--- src/rtl/uart_evt_pkg.sv ---
package uart_evt_pkg;

    typedef enum logic [0:0] {CTL_OFF, CTL_ON} ctl_state_t;
    typedef enum logic [0:0] {RX_HALT, RX_LISTEN} rx_state_t;
    typedef enum logic [1:0] {TX_HALT, TX_ARMED, TX_SEND, TX_DRAIN} tx_state_t;

    localparam int REG_ADDR_W  = 8;
    localparam int NUM_EV      = 4;
    localparam int EV_RXRDY    = 0;
    localparam int EV_TXRDY    = 1;
    localparam int EV_ERR      = 2;
    localparam int EV_RXTMO    = 3;
    localparam int ERRSRC_W    = 4;
    localparam int ENABLE_KEY  = 4;

    // byte offsets of the register map
    localparam int OFS_START_RX = 'h00;
    localparam int OFS_STOP_RX  = 'h04;
    localparam int OFS_START_TX = 'h08;
    localparam int OFS_STOP_TX  = 'h0C;
    localparam int OFS_SUSPEND  = 'h10;
    localparam int OFS_EV_BASE  = 'h20;
    localparam int OFS_MASK     = 'h40;
    localparam int OFS_MASK_SET = 'h44;
    localparam int OFS_MASK_CLR = 'h48;
    localparam int OFS_ERRSRC   = 'h50;
    localparam int OFS_ENABLE   = 'h54;
    localparam int OFS_RXD      = 'h60;
    localparam int OFS_TXD      = 'h64;
    localparam int OFS_PIN_BASE = 'h70;
    localparam int OFS_BAUD     = 'h80;

    localparam logic [31:0] BAUD_RESET = 32'h0400_0000;

endpackage

--- src/rtl/uart_evt_rxq.sv ---
module uart_evt_rxq
    import uart_evt_pkg::*;
#(
    parameter int DEPTH  = 6,
    parameter int DATA_W = 8
) (
    input  logic              clk,
    input  logic              rst_n,
    input  logic              start_i,
    input  logic              stop_i,
    input  logic              push_valid_i,
    input  logic [DATA_W-1:0] push_data_i,
    input  logic              pop_i,
    output logic              push_ready_o,
    output logic [DATA_W-1:0] head_data_o,
    output logic              pushed_o,
    output logic              popped_o,
    output logic              remain_o
);
    localparam int PTR_W = (DEPTH > 1) ? $clog2(DEPTH) : 1;
    localparam int CNT_W = $clog2(DEPTH + 1);
    localparam logic [CNT_W-1:0] DEPTH_C = CNT_W'(DEPTH);
    localparam logic [PTR_W-1:0] LAST_C  = PTR_W'(DEPTH - 1);

    rx_state_t state_q, state_d;
    logic [PTR_W-1:0]  head_q, tail;
    logic [CNT_W-1:0]  cnt_q;
    logic [CNT_W:0]    tail_sum;
    logic [DATA_W-1:0] mem_q [DEPTH];

    // state register
    always_ff @(posedge clk) begin
        if (!rst_n) state_q <= RX_HALT;
        else        state_q <= state_d;
    end

    always_comb begin
        state_d = state_q;
        unique case (state_q)
            RX_HALT:   if (start_i) state_d = RX_LISTEN;
            RX_LISTEN: if (stop_i)  state_d = RX_HALT;
        endcase
    end

    // outputs
    always_comb begin
        push_ready_o = (state_q == RX_LISTEN) && (cnt_q < DEPTH_C);
        pushed_o     = push_valid_i && push_ready_o;
        popped_o     = pop_i && (state_q == RX_LISTEN) && (cnt_q != '0);
        remain_o     = popped_o && (cnt_q > CNT_W'(1));
        head_data_o  = mem_q[head_q];
        tail_sum     = (CNT_W+1)'(head_q) + (CNT_W+1)'(cnt_q);
        tail         = (tail_sum >= (CNT_W+1)'(DEPTH)) ?
                       PTR_W'(tail_sum - (CNT_W+1)'(DEPTH)) : PTR_W'(tail_sum);
    end

    always_ff @(posedge clk) begin
        if (!rst_n) begin
            head_q <= '0;
            cnt_q  <= '0;
        end else begin
            if (popped_o) head_q <= (head_q == LAST_C) ? '0 : head_q + 1'b1;
            case ({pushed_o, popped_o})
                2'b10:   cnt_q <= cnt_q + 1'b1;
                2'b01:   cnt_q <= cnt_q - 1'b1;
                default: cnt_q <= cnt_q;
            endcase
        end
    end

    generate
        for (genvar i = 0; i < DEPTH; i++) begin : g_slot
            always_ff @(posedge clk) begin
                if (!rst_n)                             mem_q[i] <= '0;
                else if (pushed_o && tail == PTR_W'(i)) mem_q[i] <= push_data_i;
            end
        end
    endgenerate

    assert_no_overflow_R10: assert property (@(posedge clk) disable iff (!rst_n)
        cnt_q <= DEPTH_C);
    assert_pop_step_R9: assert property (@(posedge clk) disable iff (!rst_n)
        (popped_o && !pushed_o) |=> cnt_q == $past(cnt_q) - 1'b1);
    assert_halt_hold_R9: assert property (@(posedge clk) disable iff (!rst_n)
        (state_q == RX_HALT && pop_i) |=> $stable(head_q));

endmodule

--- src/rtl/uart_evt_txfsm.sv ---
module uart_evt_txfsm
    import uart_evt_pkg::*;
#(
    parameter int DATA_W = 8
) (
    input  logic              clk,
    input  logic              rst_n,
    input  logic              start_i,
    input  logic              stop_i,
    input  logic              load_i,
    input  logic [DATA_W-1:0] load_data_i,
    input  logic              ready_i,
    output logic              valid_o,
    output logic [DATA_W-1:0] data_o,
    output logic              done_o
);
    tx_state_t state_q, state_d;
    logic accept;

    // state register
    always_ff @(posedge clk) begin
        if (!rst_n) state_q <= TX_HALT;
        else        state_q <= state_d;
    end

    always_comb begin
        state_d = state_q;
        unique case (state_q)
            TX_HALT:  if (start_i) state_d = TX_ARMED;
            TX_ARMED: begin
                if (stop_i)      state_d = TX_HALT;
                else if (load_i) state_d = TX_SEND;
            end
            TX_SEND: begin
                if (stop_i && done_o) state_d = TX_HALT;
                else if (stop_i)      state_d = TX_DRAIN;
                else if (done_o)      state_d = TX_ARMED;
            end
            TX_DRAIN: begin
                if (start_i && done_o) state_d = TX_ARMED;
                else if (start_i)      state_d = TX_SEND;
                else if (done_o)       state_d = TX_HALT;
            end
        endcase
    end

    // outputs
    always_comb begin
        valid_o = (state_q == TX_SEND) || (state_q == TX_DRAIN);
        done_o  = valid_o && ready_i;
        accept  = (state_q == TX_ARMED) && load_i && !stop_i;
    end

    always_ff @(posedge clk) begin
        if (!rst_n)      data_o <= '0;
        else if (accept) data_o <= load_data_i;
    end

    assert_hold_R6: assert property (@(posedge clk) disable iff (!rst_n)
        (valid_o && !ready_i) |=> (valid_o && $stable(data_o)));
    assert_handoff_R6: assert property (@(posedge clk) disable iff (!rst_n)
        (valid_o && ready_i) |=> !valid_o);

endmodule

--- src/rtl/uart_evt_ctrl.sv ---
module uart_evt_ctrl
    import uart_evt_pkg::*;
#(
    parameter int ADDR_W     = REG_ADDR_W,
    parameter int BUS_W      = 32,
    parameter int DATA_W     = 8,
    parameter int RXQ_DEPTH  = 6,
    parameter int NUM_PINSEL = 4
) (
    input  logic              clk,
    input  logic              rst_n,
    input  logic              bus_sel,
    input  logic              bus_wr,
    input  logic [ADDR_W-1:0] bus_addr,
    input  logic [BUS_W-1:0]  bus_wdata,
    output logic [BUS_W-1:0]  bus_rdata,
    output logic [DATA_W-1:0] tx_data,
    output logic              tx_valid,
    input  logic              tx_ready,
    input  logic [DATA_W-1:0] rx_data,
    input  logic              rx_valid,
    output logic              rx_ready,
    input  logic              line_break,
    output logic              irq
);
    ctl_state_t ctl_q, ctl_d;
    logic on, wr_any, rd_any, wr_en, val_one, val_zero;
    logic go_on, go_off, rx_start, rx_stop, tx_start, tx_stop, tx_load, pop;
    logic rx_pushed, rx_popped, rx_remain, tx_done;
    logic [DATA_W-1:0]   rx_head;
    logic [NUM_EV-1:0]   ev_q, ev_d, mask_q;
    logic [ERRSRC_W-1:0] errsrc_q;
    logic [BUS_W-1:0]    baud_q, rd_mux;
    logic [BUS_W-1:0]    pinsel_q [NUM_PINSEL];

    function automatic logic hit(input int ofs);
        return bus_addr == ADDR_W'(ofs);
    endfunction

    // control state register
    always_ff @(posedge clk) begin
        if (!rst_n) ctl_q <= CTL_OFF;
        else        ctl_q <= ctl_d;
    end

    always_comb begin
        ctl_d = ctl_q;
        unique case (ctl_q)
            CTL_OFF: if (go_on)  ctl_d = CTL_ON;
            CTL_ON:  if (go_off) ctl_d = CTL_OFF;
        endcase
    end

    // control outputs and decoded strobes
    always_comb begin
        on       = (ctl_q == CTL_ON);
        wr_any   = bus_sel && bus_wr;
        rd_any   = bus_sel && !bus_wr;
        wr_en    = wr_any && on;
        val_one  = (bus_wdata == BUS_W'(1));
        val_zero = (bus_wdata == '0);
        go_on    = wr_any && hit(OFS_ENABLE) && (bus_wdata == BUS_W'(ENABLE_KEY));
        go_off   = wr_any && hit(OFS_ENABLE) && val_zero;
        rx_start = wr_en && hit(OFS_START_RX) && val_one;
        tx_start = wr_en && hit(OFS_START_TX) && val_one;
        rx_stop  = (wr_en && (hit(OFS_STOP_RX) || hit(OFS_SUSPEND)) && val_one) || go_off;
        tx_stop  = (wr_en && (hit(OFS_STOP_TX) || hit(OFS_SUSPEND)) && val_one) || go_off;
        tx_load  = wr_en && hit(OFS_TXD);
        pop      = rd_any && on && hit(OFS_RXD);
        irq      = |(ev_q & mask_q);
    end

    uart_evt_rxq #(.DEPTH(RXQ_DEPTH), .DATA_W(DATA_W)) u_rxq (
        .clk(clk), .rst_n(rst_n), .start_i(rx_start), .stop_i(rx_stop),
        .push_valid_i(rx_valid), .push_data_i(rx_data), .pop_i(pop),
        .push_ready_o(rx_ready), .head_data_o(rx_head),
        .pushed_o(rx_pushed), .popped_o(rx_popped), .remain_o(rx_remain)
    );

    uart_evt_txfsm #(.DATA_W(DATA_W)) u_tx (
        .clk(clk), .rst_n(rst_n), .start_i(tx_start), .stop_i(tx_stop),
        .load_i(tx_load), .load_data_i(bus_wdata[DATA_W-1:0]),
        .ready_i(tx_ready), .valid_o(tx_valid), .data_o(tx_data), .done_o(tx_done)
    );

    // event flags: hardware set wins over a software write in the same cycle
    always_comb begin
        ev_d = ev_q;
        if (wr_en && hit(OFS_EV_BASE + 4*EV_RXRDY) && val_zero) ev_d[EV_RXRDY] = 1'b0;
        if (wr_en && hit(OFS_EV_BASE + 4*EV_TXRDY)) ev_d[EV_TXRDY] = !val_zero;
        if (wr_en && hit(OFS_EV_BASE + 4*EV_ERR))   ev_d[EV_ERR]   = !val_zero;
        if (wr_en && hit(OFS_EV_BASE + 4*EV_RXTMO)) ev_d[EV_RXTMO] = !val_zero;
        if (rx_pushed || rx_remain) ev_d[EV_RXRDY] = 1'b1;
        if (tx_done)                ev_d[EV_TXRDY] = 1'b1;
        if (line_break)             ev_d[EV_ERR]   = 1'b1;
        if (rx_stop)                ev_d[EV_RXTMO] = 1'b1;
    end

    always_ff @(posedge clk) begin
        if (!rst_n) begin
            ev_q     <= '0;
            mask_q   <= '0;
            errsrc_q <= '0;
            baud_q   <= BAUD_RESET;
        end else begin
            ev_q <= ev_d;
            if (wr_en && hit(OFS_MASK))          mask_q <= bus_wdata[NUM_EV-1:0];
            else if (wr_en && hit(OFS_MASK_SET)) mask_q <= mask_q | bus_wdata[NUM_EV-1:0];
            else if (wr_en && hit(OFS_MASK_CLR)) mask_q <= mask_q & ~bus_wdata[NUM_EV-1:0];
            errsrc_q <= (errsrc_q & ~((wr_en && hit(OFS_ERRSRC)) ?
                                      bus_wdata[ERRSRC_W-1:0] : '0))
                      | (line_break ? ERRSRC_W'(3) : '0);
            if (wr_en && hit(OFS_BAUD)) baud_q <= bus_wdata;
        end
    end

    generate
        for (genvar i = 0; i < NUM_PINSEL; i++) begin : g_pin
            always_ff @(posedge clk) begin
                if (!rst_n)                                    pinsel_q[i] <= '1;
                else if (wr_en && hit(OFS_PIN_BASE + 4*i))     pinsel_q[i] <= bus_wdata;
            end
        end
    endgenerate

    always_comb begin
        rd_mux = '0;
        if (hit(OFS_EV_BASE + 4*EV_RXRDY)) rd_mux = BUS_W'(ev_q[EV_RXRDY]);
        if (hit(OFS_EV_BASE + 4*EV_TXRDY)) rd_mux = BUS_W'(ev_q[EV_TXRDY]);
        if (hit(OFS_EV_BASE + 4*EV_ERR))   rd_mux = BUS_W'(ev_q[EV_ERR]);
        if (hit(OFS_EV_BASE + 4*EV_RXTMO)) rd_mux = BUS_W'(ev_q[EV_RXTMO]);
        if (hit(OFS_MASK) || hit(OFS_MASK_SET) || hit(OFS_MASK_CLR)) rd_mux = BUS_W'(mask_q);
        if (hit(OFS_ERRSRC)) rd_mux = BUS_W'(errsrc_q);
        if (hit(OFS_ENABLE)) rd_mux = BUS_W'(ENABLE_KEY);
        if (hit(OFS_RXD))    rd_mux = BUS_W'(rx_head);
        if (hit(OFS_TXD))    rd_mux = BUS_W'(tx_data);
        if (hit(OFS_BAUD))   rd_mux = baud_q;
        for (int i = 0; i < NUM_PINSEL; i++)
            if (hit(OFS_PIN_BASE + 4*i)) rd_mux = pinsel_q[i];
    end

    always_ff @(posedge clk) begin
        if (!rst_n)      bus_rdata <= '0;
        else if (rd_any) bus_rdata <= on ? rd_mux : '0;
    end

    assert_dark_read_R2: assert property (@(posedge clk) disable iff (!rst_n)
        (rd_any && !on) |=> bus_rdata == '0);
    assert_dark_write_R2: assert property (@(posedge clk) disable iff (!rst_n)
        (wr_any && !on && hit(OFS_MASK_SET)) |=> $stable(mask_q));
    assert_shutdown_R3: assert property (@(posedge clk) disable iff (!rst_n)
        go_off |=> (!on && !rx_ready && ev_q[EV_RXTMO]));
    assert_break_R5: assert property (@(posedge clk) disable iff (!rst_n)
        line_break |=> (ev_q[EV_ERR] && errsrc_q[1:0] == 2'b11));
    assert_mask_quiet_R1: assert property (@(posedge clk) disable iff (!rst_n)
        (mask_q == '0) |-> !irq);
    assert_rdy_set_R10: assert property (@(posedge clk) disable iff (!rst_n)
        (rx_valid && rx_ready) |=> ev_q[EV_RXRDY]);

endmodule

--- config.mk ---
export PLATFORM = sky130hd
export DESIGN_NAME = uart_evt_ctrl
export DESIGN_NICKNAME = d
export VERILOG_FILES = /design/src/rtl/uart_evt_pkg.sv /design/src/rtl/uart_evt_rxq.sv /design/src/rtl/uart_evt_txfsm.sv /design/src/rtl/uart_evt_ctrl.sv
export SDC_FILE = /design/constraint.sdc
export NUM_CORES = 1
export LEC_CHECK = 0
export BUFFER_PORTS_ARGS = -buffer_cell sky130_fd_sc_hd__buf_2
export CAP_MARGIN = 5
export CORE_AREA = 2 2 147 149
export CTS_BUF_LIST = sky130_fd_sc_hd__clkbuf_8 sky130_fd_sc_hd__clkbuf_16
export DETAILED_ROUTE_END_ITERATION = 8
export DIE_AREA = 0 0 149 151
export MAX_ROUTING_LAYER = met4
export PLACE_DENSITY = 0.79
export SETUP_SLACK_MARGIN = 0.15
export SYNTH_ARGS = -nofsm -noshare
export SYNTH_HDL_FRONTEND = slang
export SYNTH_SLANG_ARGS = --single-unit
--- constraint.sdc ---
create_clock -name clk -period 6.3 [get_ports clk]
set_input_delay 1.26 -clock clk [delete_from_list [all_inputs] [get_ports clk]]
set_output_delay 1.26 -clock clk [all_outputs]
set_load 0.005 [all_outputs]
==> flow_summary.json <==
{
  "status": "completed",
  "root_buffer": "clkbuf_16",
  "routabilityCongestion": 0.9098,
  "netlist_instances": 1165,
  "final_cells": 1521,
  "grt_pass1_vias": 9025,
  "yosys_register_bits": 273,
  "row_count": 53,
  "initial_core_util": 0.5944,
  "cts_hold_buf": 0,
  "synth-async-reset-ratio": 0,
  "seqCellArea_sq_um": 7227,
  "via_per_inst": 6.253,
  "synth.distinct_cells": 67,
  "skew_ns": 0.01604,
  "htreeDepth": 1,
  "yosys_warnings": 0,
  "grt_pass1_wl_um": 49120,
  "final_nets": 1284,
  "slew_violations": 0,
  "period_needed_ns": 4.003,
  "vias": 9511,
  "swShare": 0.2175,
  "io_pins": 98,
  "maxCapViolations": 0,
  "wirelength_um": 31640,
  "fill_cells": 1569,
  "cts_resized": 0,
  "hp-class": "reg2reg",
  "ys_top_cells_by_area": "edfxtp_1 (43%), dfxtp_1 (16%), or3_1 (6.5%)",
  "ir_drop_mv": 0.2584,
  "drtAntennaViolNets": 0,
  "dp_cells": 1465,
  "synthFlopType": "edfxtp_1",
  "dieArea_sq_um": 22500,
  "crit_chain": "buf_2 > nor4b_4 > and3_1 > nand2_2 > o21ai_4",
  "post_drt_wl_per_cell_um": 20.80,
  "die_h_um": 151,
  "cp_slowest_stage_delay_ns": 1.00,
  "cts.path.max_buffers": 3,
  "power.leakage_uw": 0.004330,
  "clock_sinks": 273,
  "worst-path-buf-inv": 1,
  "required_ns": 6.46,
  "cts_buffers": 28,
  "relSlewSlack": 0.2282,
  "drt-pass1-iter-count": 5,
  "clk_latency_ns": 0.54,
  "io_buffers": 97,
  "cp_top_family": "simple AND/OR/NAND/NOR gates",
  "maxClockFrequency_ghz": 0.2498,
  "seq_area_frac_synth": 0.5839,
  "drive_gt1_frac": 0.1530,
  "worst_slack_ns": 2.297,
  "rsz0062_at_grt": "no",
  "cts_tree": "built",
  "clk_pin_slew_worst_paths_ns": 0.06,
  "p_comb_frac": 0.038,
  "die_w_um": 149,
  "p_int_uw": 2955,
  "final-setup-viol-count": 0,
  "worstSetupPathType": "in2reg",
  "syn_area_per_cell_sq_um": 10.62,
  "dpl.hpwl_um": 19830,
  "synth.top_cell.area_share": 0.4270,
  "end_kind": "flip-flop",
  "power_frac_seq": 0.509,
  "drt_iter0_drc": 1076,
  "syn-num-nets": 1229,
  "grt_max_degree": 129,
  "p_clk_frac": 0.453,
  "power.switching_uw": 821.3,
  "crit_fanout": 45,
  "post-cts-setup-buffers": 0,
  "drc": 0,
  "setup_tns_ns": 0,
  "place_ws_ns": 1.778,
  "final_cell_area_sq_um": 13960,
  "worst_pin_slew_ns": 1.146,
  "grt_usage": 0.2897,
  "antenna_found_initial": 3,
  "syn_area_sq_um": 12380,
  "grt-ovfl-total": 0,
  "critPathSlowestCell": "o21ai_4",
  "multiInputGateArea_sq_um": 4778,
  "p_per_area_nw_per_um2": 270.4,
  "synth-edff-count": 176,
  "post-route-period-util": 0.6354,
  "hold_viol": 0,
  "worstPathArrival_ns": 4.16,
  "dpl_cell_area_sq_um": 12990,
  "yosysTopAreaCell": "edfxtp_1",
  "fp.coreArea_sq_um": 20820,
  "cp-start-kind": "input port",
  "syn_to_final_growth_pct": 12.82
}
==> metrics by stage <==
| stage | utilization | power [uW] | hold slack (ns) |
|---|---|---|---|
| finish | 0.6706 | 3776 | 0.4371 |
| global route | 0.6706 | 3868 | 0.4659 |
| CTS | 0.6701 | 3782 | 0.4388 |
| detailed placement | 0.6238 | 2100 | 0.4303 |
| global placement | 0.6238 | 2097 | 0.4220 |
| floorplan | - | 2031 | 0.4119 |
==> cell type report <==
class,instances,area share
diodes,4,0.0007168
clock buffers,29,0.05197
clock inverters,23,0.01711
inverters,11,0.002957
multi-input cells,794,0.3422
flip-flops and latches,273,0.5176
well taps,275,0.02464
repair buffers,112,0.04283
==> placed cells by master (no fill, tap or decap), types with 5 or more instances in the layout <==
cell	n
edfxtp_1	176
or3_1	129
nand2_1	125
a21oi_1	119
nor2_1	104
dfxtp_1	97
buf_2	97
and2_1	54
a22oi_1	46
o21ai_0	40
clkbuf_16	29
mux2i_1	23
buf_4	15
nor3_1	13
inv_1	11
nor4_1	10
a211oi_1	10
mux4_2	8
ha_1	8
clkinvlp_4	7
nor2b_1	6
nand3_1	6
o2bb2ai_1	6
o221ai_1	6
clkinv_2	6
a21o_1	5
nand2b_1	5
a222oi_1	5
o32ai_1	5
==> power groups by stage <==
stage          Clock [uW]  Sequential [uW]  Combinational (uW)
2_1_floorplan           0             1960                71.4
3_3_place_gp            0             1960                 139
3_5_place_dp            0             1960                 141
4_1_cts              1720             1920                 142
5_1_grt              1790             1920                 153
6_report             1710             1920                 144
==> flip-flops by register name, summed over array words and instances, names as in the netlist, named ones only <==
name and count:
baud_q 32, bus_rdata 32, ctl_q 1, errsrc_q 4, ev_q 4, pinsel_q 128
u_rxq.cnt_q 3, u_rxq.head_q 3, u_rxq.mem_q 48, u_rxq.state_q 1, u_tx.data_o 8, u_tx.state_q 2
==> cell usage after synthesis, types with 5 or more instances <==
library cell,n
a211oi_1,10
a21o_1,5
a21oi_1,119
a222oi_1,5
a22oi_1,46
and2_1,54
buf_2,16
buf_4,5
clkbuf_1,62
dfxtp_1,97
edfxtp_1,176
ha_1,8
inv_1,10
mux2i_1,23
mux4_2,8
nand2_1,126
nand2b_1,5
nand3_1,6
nor2_1,105
nor2b_1,6
nor3_1,13
nor4_1,10
o21ai_0,44
o221ai_1,6
o2bb2ai_1,6
o32ai_1,5
or3_1,129
==> worst register-to-register path, cell delays in order (launching register included) <==
cell     delay [ns]
dfxtp_1        0.37
ha_1           0.26
fa_1           0.38
xnor2_1        0.21
nand2_1        0.10
nor2_1         0.18
a21oi_1        0.08
or2_2          0.33
o21ai_0        0.90
==> routing by layer <==
metal,vias to the layer above,share of wire,track usage
li1,4394,-,-
met2,521,0.48,0.4491
met3,63,0.097,0.05964
met4,0,0.022,0.09238
met1,4533,0.40,0.3875
met5,-,0,-
==> logic make-up after synthesis <==
family,count (synthesis),share of synthesized area
muxes,33,0.03498
adders and majority gates,9,0.009705
and+or+nand+nor,479,0.2000
DFF,273,0.5839
AOI/OAI and AO/OA,268,0.1338
buffers and inverters,98,0.03407
xor gates and xnor gates,5,0.003539
==> worst paths after layout <==
kind                                                   from  slack (ns)  cells past startpoint                               to
worst min register to register       errsrc_q[3]$_SDFF_PN0_        0.44                      2           errsrc_q[3]$_SDFF_PN0_
worst max-delay path                            bus_addr[7]        2.30                      5    pinsel_q[3][19]$_SDFFCE_PN1P_
worst min-delay path                 errsrc_q[3]$_SDFF_PN0_        0.44                      2           errsrc_q[3]$_SDFF_PN0_
worst max register to register  u_rxq.cnt_q[0]$_SDFFE_PN0P_        3.13                      8  u_rxq.mem_q[4][1]$_SDFFCE_PN0P_
Note: power is estimated with default switching activity, not from simulation.
